<file path="src/rtl/gpio_irq_pkg.sv">
package gpio_irq_pkg;
    localparam int unsigned PINS = 32;
    localparam int unsigned HALF = PINS / 2;

    typedef enum logic [2:0] {
        SEL_DATA  = 3'd0,
        SEL_DIR   = 3'd1,
        SEL_PAD   = 3'd2,
        SEL_CFGLO = 3'd3,
        SEL_CFGHI = 3'd4,
        SEL_MASK  = 3'd5,
        SEL_PEND  = 3'd6,
        SEL_BOTH  = 3'd7
    } reg_sel_e;

    typedef enum logic [1:0] {
        TRIG_LOW  = 2'd0,
        TRIG_HIGH = 2'd1,
        TRIG_RISE = 2'd2,
        TRIG_FALL = 2'd3
    } trig_e;
endpackage

</file>
<file path="src/rtl/gpio_sync.sv">
module gpio_sync #(
    parameter int unsigned W      = 32,
    parameter int unsigned STAGES = 2
) (
    input  logic         clk,
    input  logic         rst_n,
    input  logic [W-1:0] d,
    output logic [W-1:0] q
);
    logic [W-1:0] stg_d [STAGES];
    logic [W-1:0] stg_q [STAGES];

    always_comb begin
        stg_d[0] = d;
        for (int i = 1; i < int'(STAGES); i++) begin
            stg_d[i] = stg_q[i-1];
        end
    end

    always_ff @(posedge clk or negedge rst_n) begin
        if (!rst_n) begin
            for (int i = 0; i < int'(STAGES); i++) stg_q[i] <= '0;
        end else begin
            for (int i = 0; i < int'(STAGES); i++) stg_q[i] <= stg_d[i];
        end
    end

    assign q = stg_q[STAGES-1];
endmodule

</file>
<file path="src/rtl/gpio_trig.sv">
module gpio_trig
    import gpio_irq_pkg::*;
#(
    parameter int unsigned W = 32
) (
    input  logic [W-1:0]   cur,
    input  logic [W-1:0]   prev,
    input  logic [2*W-1:0] codes,
    input  logic [W-1:0]   both,
    output logic [W-1:0]   edge_hit,
    output logic [W-1:0]   level_hit
);
    for (genvar p = 0; p < int'(W); p++) begin : g_pin
        trig_e mode;
        assign mode = trig_e'(codes[2*p +: 2]);
        always_comb begin
            edge_hit[p]  = 1'b0;
            level_hit[p] = 1'b0;
            if (both[p]) begin
                edge_hit[p] = cur[p] ^ prev[p];
            end else begin
                unique case (mode)
                    TRIG_LOW:  level_hit[p] = ~cur[p];
                    TRIG_HIGH: level_hit[p] = cur[p];
                    TRIG_RISE: edge_hit[p]  = cur[p] & ~prev[p];
                    TRIG_FALL: edge_hit[p]  = ~cur[p] & prev[p];
                    default:   edge_hit[p]  = 1'b0;
                endcase
            end
        end
    end
endmodule

</file>
<file path="src/rtl/gpio_irq_port.sv">
module gpio_irq_port
    import gpio_irq_pkg::*;
#(
    parameter int unsigned SYNC_STAGES = 2
) (
    input  logic            clk,
    input  logic            rst_n,
    input  logic            bus_sel,
    input  logic            bus_wr,
    input  logic [4:0]      bus_addr,
    input  logic [31:0]     bus_wdata,
    output logic [31:0]     bus_rdata,
    input  logic [PINS-1:0] pad_in,
    output logic [PINS-1:0] pad_out,
    output logic [PINS-1:0] pad_oe,
    output logic [1:0]      irq
);
    typedef struct packed {
        logic [PINS-1:0] data;
        logic [PINS-1:0] dir;
        logic [PINS-1:0] cfglo;
        logic [PINS-1:0] cfghi;
        logic [PINS-1:0] mask;
        logic [PINS-1:0] pend;
        logic [PINS-1:0] both;
        logic [PINS-1:0] prev;
    } state_t;

    state_t          st_d, st_q;
    logic [PINS-1:0] sync_in;
    logic [PINS-1:0] edge_hit, level_hit;
    logic [PINS-1:0] clr;
    logic [PINS-1:0] mask_view, pend_view;
    reg_sel_e        sel;

    gpio_sync #(.W(PINS), .STAGES(SYNC_STAGES)) u_sync (
        .clk   (clk),
        .rst_n (rst_n),
        .d     (pad_in),
        .q     (sync_in)
    );

    gpio_trig #(.W(PINS)) u_trig (
        .cur       (sync_in),
        .prev      (st_q.prev),
        .codes     ({st_q.cfghi, st_q.cfglo}),
        .both      (st_q.both),
        .edge_hit  (edge_hit),
        .level_hit (level_hit)
    );

    assign sel = reg_sel_e'(bus_addr[4:2]);
    assign clr = (bus_sel && bus_wr && sel == SEL_PEND) ? bus_wdata : '0;

    always_comb begin
        st_d      = st_q;
        st_d.prev = sync_in;
        st_d.pend = (st_q.pend & ~clr) | edge_hit | (level_hit & ~clr);
        if (bus_sel && bus_wr) begin
            unique case (sel)
                SEL_DATA:  st_d.data  = bus_wdata;
                SEL_DIR:   st_d.dir   = bus_wdata;
                SEL_CFGLO: st_d.cfglo = bus_wdata;
                SEL_CFGHI: st_d.cfghi = bus_wdata;
                SEL_MASK:  st_d.mask  = bus_wdata;
                SEL_BOTH:  st_d.both  = bus_wdata;
                default:   ;
            endcase
        end
    end

    always_ff @(posedge clk or negedge rst_n) begin
        if (!rst_n) st_q <= '0;
        else        st_q <= st_d;
    end

    always_comb begin
        bus_rdata = '0;
        if (bus_sel && !bus_wr) begin
            unique case (sel)
                SEL_DATA:  bus_rdata = st_q.data;
                SEL_DIR:   bus_rdata = st_q.dir;
                SEL_PAD:   bus_rdata = sync_in;
                SEL_CFGLO: bus_rdata = st_q.cfglo;
                SEL_CFGHI: bus_rdata = st_q.cfghi;
                SEL_MASK:  bus_rdata = st_q.mask;
                SEL_PEND:  bus_rdata = st_q.pend;
                SEL_BOTH:  bus_rdata = st_q.both;
                default:   bus_rdata = '0;
            endcase
        end
    end

    assign pad_out   = st_q.data;
    assign pad_oe    = st_q.dir;
    assign mask_view = st_q.mask;
    assign pend_view = st_q.pend;
    assign irq[0]    = |(st_q.pend[HALF-1:0] & st_q.mask[HALF-1:0]);
    assign irq[1]    = |(st_q.pend[PINS-1:HALF] & st_q.mask[PINS-1:HALF]);
endmodule


</file>
<file path="config.mk">
export PLATFORM = sky130hd
export DESIGN_NAME = gpio_irq_port
export DESIGN_NICKNAME = d
export VERILOG_FILES = /design/src/rtl/gpio_irq_pkg.sv /design/src/rtl/gpio_sync.sv /design/src/rtl/gpio_trig.sv /design/src/rtl/gpio_irq_port.sv
export SDC_FILE = /design/constraint.sdc
export NUM_CORES = 1
export LEC_CHECK = 0
export BUFFER_PORTS_ARGS = -buffer_cell sky130_fd_sc_hd__buf_4
export CAP_MARGIN = 20
export CORE_MARGIN = 2
export CORE_UTILIZATION = 45
export DETAILED_ROUTE_END_ITERATION = 6
export PLACE_DENSITY_LB_ADDON = 0.1
export SYNTH_ARGS = -nofsm -noshare
export SYNTH_HDL_FRONTEND = slang
export SYNTH_SLANG_ARGS = --single-unit
</file>
<file path="constraint.sdc">
create_clock -name clk -period 3.5 [get_ports clk]
set_input_delay 1.05 -clock clk [delete_from_list [all_inputs] [get_ports clk]]
set_output_delay 1.05 -clock clk [all_outputs]
set_load 0.01 [all_outputs]
</file>
==> results by group, run 1 <==
Run status
  • Status: complete, no violations

Clock network
  • Clock-pin slew on the worst setup and hold paths: 50 ps
  • Worst skew pair latency: 540 ps
  • Setup bufs post-CTS: 0
  • H-tree depth: 2
  • Max Root-Sink Buffers: 3
  • Root Driver: clkbuf_16
  • Cts bufs inserted: 37
  • CTS tree: yes
  • Clock sinks: 320

Synthesis
  • Syn_nets: 1501
  • Post-Synth XOR/XNOR Area: 1.74%
  • Cell area after synthesis: 0.0161 mm2
  • Largest family of logic cells by synthesized area: multiplexers
  • Yosys reg bits: 320
  • Compound-cell area share of the yosys netlist: 10.3%
  • Part of the Yosys area used for sequential elements: 49.7%
  • Top_reg_cell synth: dfrtp_1
  • Yosys cell types: 50
  • Mapped Avg Cell Area: 11.8 um2
  • Number of enable flip-flop cells after synthesis: 0
  • Cells after Synth: 1364
  • Adder-cell share of the synthesized area: 4.97%
  • Mux share of post-synthesis cell area: 18.7%
  • Synth async-reset ratio: 100%
  • Synth warn: 0
  • Post-synthesis simple-gate area fraction: 7.03%

Detailed routing
  • DRC Markers: 0
  • 1st-pass router iterations: 5
  • Via density: 5.54
  • Initial DRC count: 737
  • WL final: 44.6 mm
  • WL/cell: 22.5 um
  • Vias: 11000
  • Post-route ant nets: 0

Cells and area
  • # fillers: 3150
  • Post-route cell area: 0.0190 mm2
  • Storage element area: 0.00801 mm2
  • Inserted Diodes: 0
  • Multi-input logic area: 0.00695 mm2
  • Fin nets: 1637
  • Share of layout cells above drive strength 1: 32.8%
  • Layout area overhead: 18.2%

Critical path
  • Worst Path Arrival: 2410 ps
  • Slowest Stage Delay on Critical Path: 270 ps
  • WP data required: 2450 ps
  • Critical path, cell by cell: buf_6 > buf_12 > nand2b_1 > buf_4 > nor2_1 > a211o_1 > a21oi_1 > buf_4
  • CP max FO: 11
  • Cell mode on critical path: buf_4
  • Kind of end point of the critical path: primary output
  • CP delay by family, top: buffers and inverters
  • Startpoint Class: input pin
  • Kind of critical path: in2out
  • Worst path bufs/invs: 4
  • Worst path slowest cell: a211o_1

Timing
  • Fin. Hold Viols: 0
  • Worst-Margin Slew: 684 ps
  • Hold_ws: 344 ps
  • Skew final: 21.2 ps
  • Min Clock Period, post-route: 3460 ps
  • Final Max Slew Viols: 0
  • Slew margin rel.: 54.4%
  • Final setup vio count: 0
  • Unrepaired setup endpoints after global routing: yes
  • Final Cycle Share: 99.0%
  • F_max: 289 MHz

Global route
  • Gr ovfl total: 0
  • First-pass GRT wire length: 69.7 mm
  • Initial antenna violation count: 0
  • Vias in the first global route: 11400
  • Largest net degree at the start of global routing: 78
  • Gr usage total: 24.1%

Place
  • Placed instance area: 0.0178 mm2
  • IO Port Bufs: 168
  • Routability congestion estimate: 0.835
  • HPWL Detailed: 31.4 mm

Job
  • Max-Cap Viols: 0

Power
  • PD cells: 577 mW/mm2
  • P_leak: 8.61 nW
  • Maximum vdd ir drop: 425 uV

Floorplan
  • Floorplan row count: 69
  • Die area: 0.0373 mm2
  • Die Wd: 193 um
  • Area of the core: 0.0354 mm2
  • Initial Util: 45.5%
  • Die height: 193 um
  • Number of top-level pins: 171

Worst hold path
  • Min-delay worst type: reg2reg
-- layout by cell type, fill, tap and decap left out, types with 4 or more instances in the layout --
cell type and n:
nor3_1 32, o2bb2ai_1 33, clkbuf_16 39, nor2b_1 5
o211ai_1 22, nand2b_1 34, nor3b_1 5, o311ai_1 8
a22o_1 8, nand2_1 95, a31oi_1 26, a211oi_1 5
buf_4 208, o21ai_1 4, mux2i_1 48, ha_1 64
mux2_4 30, mux4_2 9, a221oi_1 8, nand3_1 12
mux2_1 6, inv_1 84, o21ai_0 80, o221ai_1 4
clkbuf_1 10, a21oi_1 35, mux2_2 161, xor2_1 32
dfrtp_1 320, buf_12 16, o221a_2 4, nor2_1 16
nand3b_1 13, a31oi_2 4, clkbuf_8 9
-- metrics by stage --
stage               cells  setup TNS (ps)  setup slack (ps)  power (mW)  utilization (%)
floorplan            1364               0               245        6.26                -
global placement     1922           -43.3             -43.3        7.03             50.2
detailed placement   1922           -43.5             -43.5        7.08             50.2
CTS                  1984               0              34.2        11.1             53.7
global route         1984           -46.7             -30.5        11.5             53.8
finish               1984               0              36.0        11.0             53.8
-- layer usage --
layer	routed length, um	global-route usage, %	up-vias
met1	20700	34.9	5617
li1	-	-	5026
met3	2100	3.84	61
met4	995	6.33	0
met2	20800	38.0	286
met5	0	0	-
-- synthesized netlist by cell type (32+ instances only) --
| cell type | n | share of area (%) |
|---|---|---|
| inv_1 | 84 | 2.0 |
| xor2_1 | 32 | 1.7 |
| nor3_1 | 32 | 0.99 |
| a21oi_1 | 36 | 1.1 |
| ha_1 | 64 | 5.0 |
| nand2_1 | 95 | 2.2 |
| mux2_2 | 161 | 11 |
| o21ai_0 | 84 | 2.6 |
| mux2i_1 | 48 | 3.0 |
| buf_4 | 78 | 3.6 |
| dfrtp_1 | 320 | 50 |
| nand2b_1 | 34 | 1.3 |
| o2bb2ai_1 | 33 | 1.8 |
-- registers in the layout (all words and copies together), names as in the netlist --
register	count
pend_view	32
pad_oe	32
mask_view	32
st_q	128
u_sync.q	32
u_sync.stg_d	32
pad_out	32
-- path summary, 6_finish.rpt --
check                           startpoint               end  slack, ps  depth (start not counted)
setup / recovery               bus_addr[4]     bus_rdata[19]         40                          8
hold / removal             u_sync.stg_d[3]       u_sync.q[3]        340                          0
setup reg to reg              u_sync.q[17]     pend_view[17]       2200                          5
hold reg to reg            u_sync.stg_d[3]       u_sync.q[3]        340                          0
max in group asynchronous            rst_n          st_q[14]       2080                          2
min in group asynchronous            rst_n  u_sync.stg_d[24]        480                          1
-- final cells by class --
type,count,area share [%]
tap,461,3.03
inverter,85,1.68
clock inverter,4,0.519
sequential,320,42.0
clock buffer,58,5.97
timing repair buffer,229,10.3
multi-input combinational,827,36.5
-- repair_timing --
item | 4_1_cts | 5_1_grt
endpoints found under the setup margin | 1 | 10
pin swaps | 0 | 2
hold buffers | 0 | 0
gates resized for setup | 1 | 13
-- power breakdown --
part,switching [mW],total (mW),internal [mW]
combinational,0.885,2.02,1.13
sequential,0.707,5.00,4.30
clock,1.53,3.97,2.44
total,3.12,11.0,7.87
-- cell families after synthesis --
logic type | after synthesis
AOI/OAI and AO/OA | 252
xor gates and xnor gates | 32
adders and majority gates | 64
buffers and inverters | 217
DFF | 320
muxes | 254
and+or+nand+nor | 225
-- worst reg2reg max path, stage by stage (launching register included) --
cell and delay (ps):
dfrtp_1 460, inv_1 90, ha_1 210, mux2_2 260, nand2_1 80, o211ai_1 80
Note: power is estimated with default switching activity, not from simulation.
==> run 2: changes to the inputs <==
- SYNTH_HIERARCHICAL: default -> 1
==> run 2 against run 1 <==
  * The flow now finishes with violations (negative setup slack)
  * Total power grew 2.2%
  * Sequential cell count is the same
  * Synthesized cell count grew 2.2%
  * Area after synthesis grew 0.95%
  * Routed wire length grew 4.1%
  * Design area grew 2.4%
==> results by group, run 2 <==
Run status
  • Status: finished, violations left
  • Failing checks: negative setup slack

Power
  • Internal: 8.04 mW (+2.1%)
  • P_leak: 9.12 nW (+5.8%)
  • Clock network power share: 35.6% (-0.5 points)
  • PD cells: 576 mW/mm2 (-0.18%)
  • Sw Ratio: 28.5% (+0.066 points)
  • Switching Power: 3.20 mW (+2.4%)
  • Comb pwr share: 19.5% (+1.1 points)
  • Sequential share of power: 44.9% (-0.6 points)
  • Maximum vdd ir drop: 530 uV (+25%)

Synthesis
  • Cell area after synthesis: 0.0163 mm2 (+0.95%)
  • Cell taking the most area after synthesis: dfrtp_1
  • Mapped Avg Cell Area: 11.7 um2 (-1.2%)
  • Yosys reg bits: 320 (unchanged)
  • Syn_nets: 1531 (+2.0%)
  • Synth async-reset ratio: 100% (unchanged)
  • Top_reg_cell synth: dfrtp_1
  • Part of the Yosys area used for sequential elements: 49.2% (-0.47 points)
  • Cells after Synth: 1394 (+2.2%)
  • Most common cell in the netlist: dfrtp_1
  • Number of enable flip-flop cells after synthesis: 0 (unchanged)
  • Yosys cell types: 40 (-20%)
  • Yosys top cell area share: 49.2% (-0.47 points)
  • Top cells by area, synth: dfrtp_1 49%, mux2_2 9.0%, mux2_4 5.5%
  • Synth warn: 6 (+6)
  • Synth top cells by count: 320 x dfrtp_1, 130 x mux2_2, 129 x inv_1, 75 x buf_4, 65 x a21oi_1

Timing
  • Worst-Margin Slew: 538 ps (-146 ps)
  • Fin. Hold Viols: 0 (unchanged)
  • Final Cycle Share: 101% (+2.1 points)
  • Unrepaired setup endpoints after global routing: yes
  • Min Clock Period, post-route: 3540 ps (+74.9 ps)
  • Slew margin rel.: 64.1% (+9.7 points)
  • Skew final: 21.1 ps (-0.0773 ps)
  • Final WS setup: -38.9 ps (-74.9 ps)
  • Final setup vio count: 1 (+1)
  • Final Max Slew Viols: 0 (unchanged)
  • Sum of negative setup slack: -38.9 ps (-38.9 ps)
  • Hold_ws: 345 ps (+1.17 ps)
  • F_max: 283 MHz (-2.1%)

Place
  • Routability congestion estimate: 0.845 (+1.3%)
  • Placed Cells incl. Taps: 1959 (+1.9%)
  • HPWL Detailed: 31.5 mm (+0.34%)
  • IO Port Bufs: 168 (unchanged)
  • Placed instance area: 0.0180 mm2 (+1.2%)

Detailed routing
  • Via density: 5.49 (-0.94%)
  • WL/cell: 22.9 um (+1.6%)
  • Initial DRC count: 629 (-15%)
  • 1st-pass router iterations: 7 (+2)
  • WL final: 46.5 mm (+4.1%)
  • Vias: 11200 (+1.5%)
  • DRC Markers: 0 (unchanged)
  • Post-route ant nets: 0 (unchanged)

Critical path
  • Reg2reg setup slack: 2010 ps (-190 ps)
  • Kind of end point of the critical path: primary output
  • Cell mode on critical path: a221oi_1
  • Worst path slowest cell: a221oi_1
  • Reg-to-Reg Start: u_sync/q[25]
  • CP max FO: 10 (-1)
  • Worst path bufs/invs: 3 (-1)
  • Worst Path Arrival: 2490 ps (+80 ps)
  • CP delay by family, top: compound AO/OA/AOI/OAI gates
  • Startpoint Class: input pin
  • Slowest Stage Delay on Critical Path: 370 ps (+100 ps)
  • Kind of critical path: in2out
  • R2R depth: 5 (unchanged)
  • Critical R2R Capture: pend_view[25]
  • WP data required: 2450 ps (about the same)
  • Critical path, cell by cell: buf_6 > nor2b_4 > clkbuf_16 > a221oi_1 > a221oi_1 > a21oi_1 > buf_4

Global route
  • Gr ovfl total: 0 (unchanged)
  • Gr usage total: 24.4% (+0.23 points)
  • Initial antenna violation count: 0 (unchanged)
  • First-pass GRT wire length: 70.7 mm (+1.6%)
  • Largest net degree at the start of global routing: 82 (+5.1%)
  • Vias in the first global route: 11200 (-1.7%)

Floorplan
  • Die area: 0.0377 mm2 (+0.93%)
  • Floorplan row count: 69 (unchanged)
  • Area of the core: 0.0356 mm2 (+0.49%)
  • Die height: 194 um (+0.46%)
  • Initial Util: 45.7% (+0.21 points)
  • Number of top-level pins: 171 (unchanged)
  • Die Wd: 194 um (+0.46%)

Job
  • Max-Cap Viols: 0 (unchanged)

Cells and area
  • Inserted Diodes: 0 (unchanged)
  • Layout area overhead: 19.8%
  • Most frequent cells in the layout: 320 x dfrtp_1, 218 x buf_4, 130 x mux2_2, 129 x inv_1, 64 x ha_1
  • Util after Layout: 54.8% (+1.0 points)
  • Post-route cell area: 0.0195 mm2 (+2.4%)
  • Finished Layout Cells: 2033 (+2.5%)
  • Share of layout cells above drive strength 1: 34.7% (+1.9 points)
  • Most flop-heavy register: st_q
  • Most common cell after layout, fill and taps aside: dfrtp_1
  • Number of flip-flops in the largest register: 128 (unchanged)
  • # fillers: 3122 (-0.89%)
  • Fin nets: 1684 (+2.9%)

Clock network
  • Max Root-Sink Buffers: 3 (unchanged)
  • Root Driver: clkbuf_16
  • Clock-pin slew on the worst setup and hold paths: 50 ps (about the same)
  • H-tree depth: 2 (unchanged)
  • Worst skew pair latency: 550 ps (about the same)
  • Cts bufs inserted: 37 (unchanged)
  • Clock sinks: 320 (unchanged)
  • CTS tree: yes

Worst hold path
  • Hold endpoint: u_sync/q[28]
  • Min-delay worst type: reg2reg
  • HP Start: u_sync/stg_d[28]
  • Min-Delay Path Depth: 0 (unchanged)
-- run 2: area by class of cell --
| cell class | count | area (um2) | area share (%) |
|---|---|---|---|
| inverters | 129 | 484 | 2.48 |
| flip-flops and latches | 320 | 8010 | 41.1 |
| well taps | 461 | 577 | 2.96 |
| multi-input cells | 815 | 7070 | 36.2 |
| clock buffers | 57 | 1110 | 5.70 |
| repair buffers | 244 | 2120 | 10.9 |
| clock inverters | 7 | 135 | 0.693 |
-- run 2: cell families (layout without fill, tap and decap cells) --
group	after synthesis	in the layout	share of synthesized area, %
buf+inv	260	437	8.41
flops	320	320	49.2
mux	256	256	18.6
fa+ha+maj	64	64	4.92
xor+xnor	32	32	1.72
simple gates	217	218	6.85
compound gates	245	245	10.3
-- run 2: layer usage --
metal	routed length (um)	global-route usage, %	up-vias
met5	0	0	-
met4	1020	5.98	0
met3	2180	4.17	55
met2	22100	39.8	268
met1	21200	33.9	5706
li1	-	-	5127
-- run 2: power by group through the flow --
stage | combinational (mW) | clock (mW) | sequential [mW]
floorplan | 1.64 | 0 | 4.78
global placement | 2.10 | 0 | 5.08
detailed placement | 2.15 | 0 | 5.10
CTS | 2.16 | 4.09 | 5.04
global route | 2.39 | 4.26 | 5.13
finish | 2.19 | 4.00 | 5.05
-- run 2: per-stage QoR --
step | power [mW] | setup WS [ps]
5_1_grt | 11.8 | -23.2
6_report | 11.2 | -38.9
2_1_floorplan | 6.42 | 283
4_1_cts | 11.3 | -2.81
3_3_place_gp | 7.18 | -45.6
3_5_place_dp | 7.24 | -73.9
-- run 2: timing repair --
| item | in CTS | in global routing |
|---|---|---|
| setup buffers | 0 | 6 |
| pin swaps | 0 | 6 |
| endpoints found under the setup margin | 5 | 24 |
| hold buffers | 0 | 0 |
| cloned | 1 | 3 |
| resized for setup | 2 | 34 |
-- run 2: how the worst max path moves through the flow --
| stage | end | startpoint | cells after the start | slack, ps |
|---|---|---|---|---|
| 4_1_cts | bus_rdata[10] | bus_addr[4] | 7 | -3 |
| 2_1_floorplan | bus_rdata[11] | bus_addr[2] | 6 | 280 |
| 3_3_place_gp | bus_rdata[7] | bus_addr[2] | 8 | -50 |
| 3_5_place_dp | bus_rdata[7] | bus_addr[2] | 8 | -70 |
| 5_1_grt | bus_rdata[5] | bus_addr[3] | 8 | -20 |
| 6_report | bus_rdata[18] | bus_addr[3] | 7 | -40 |
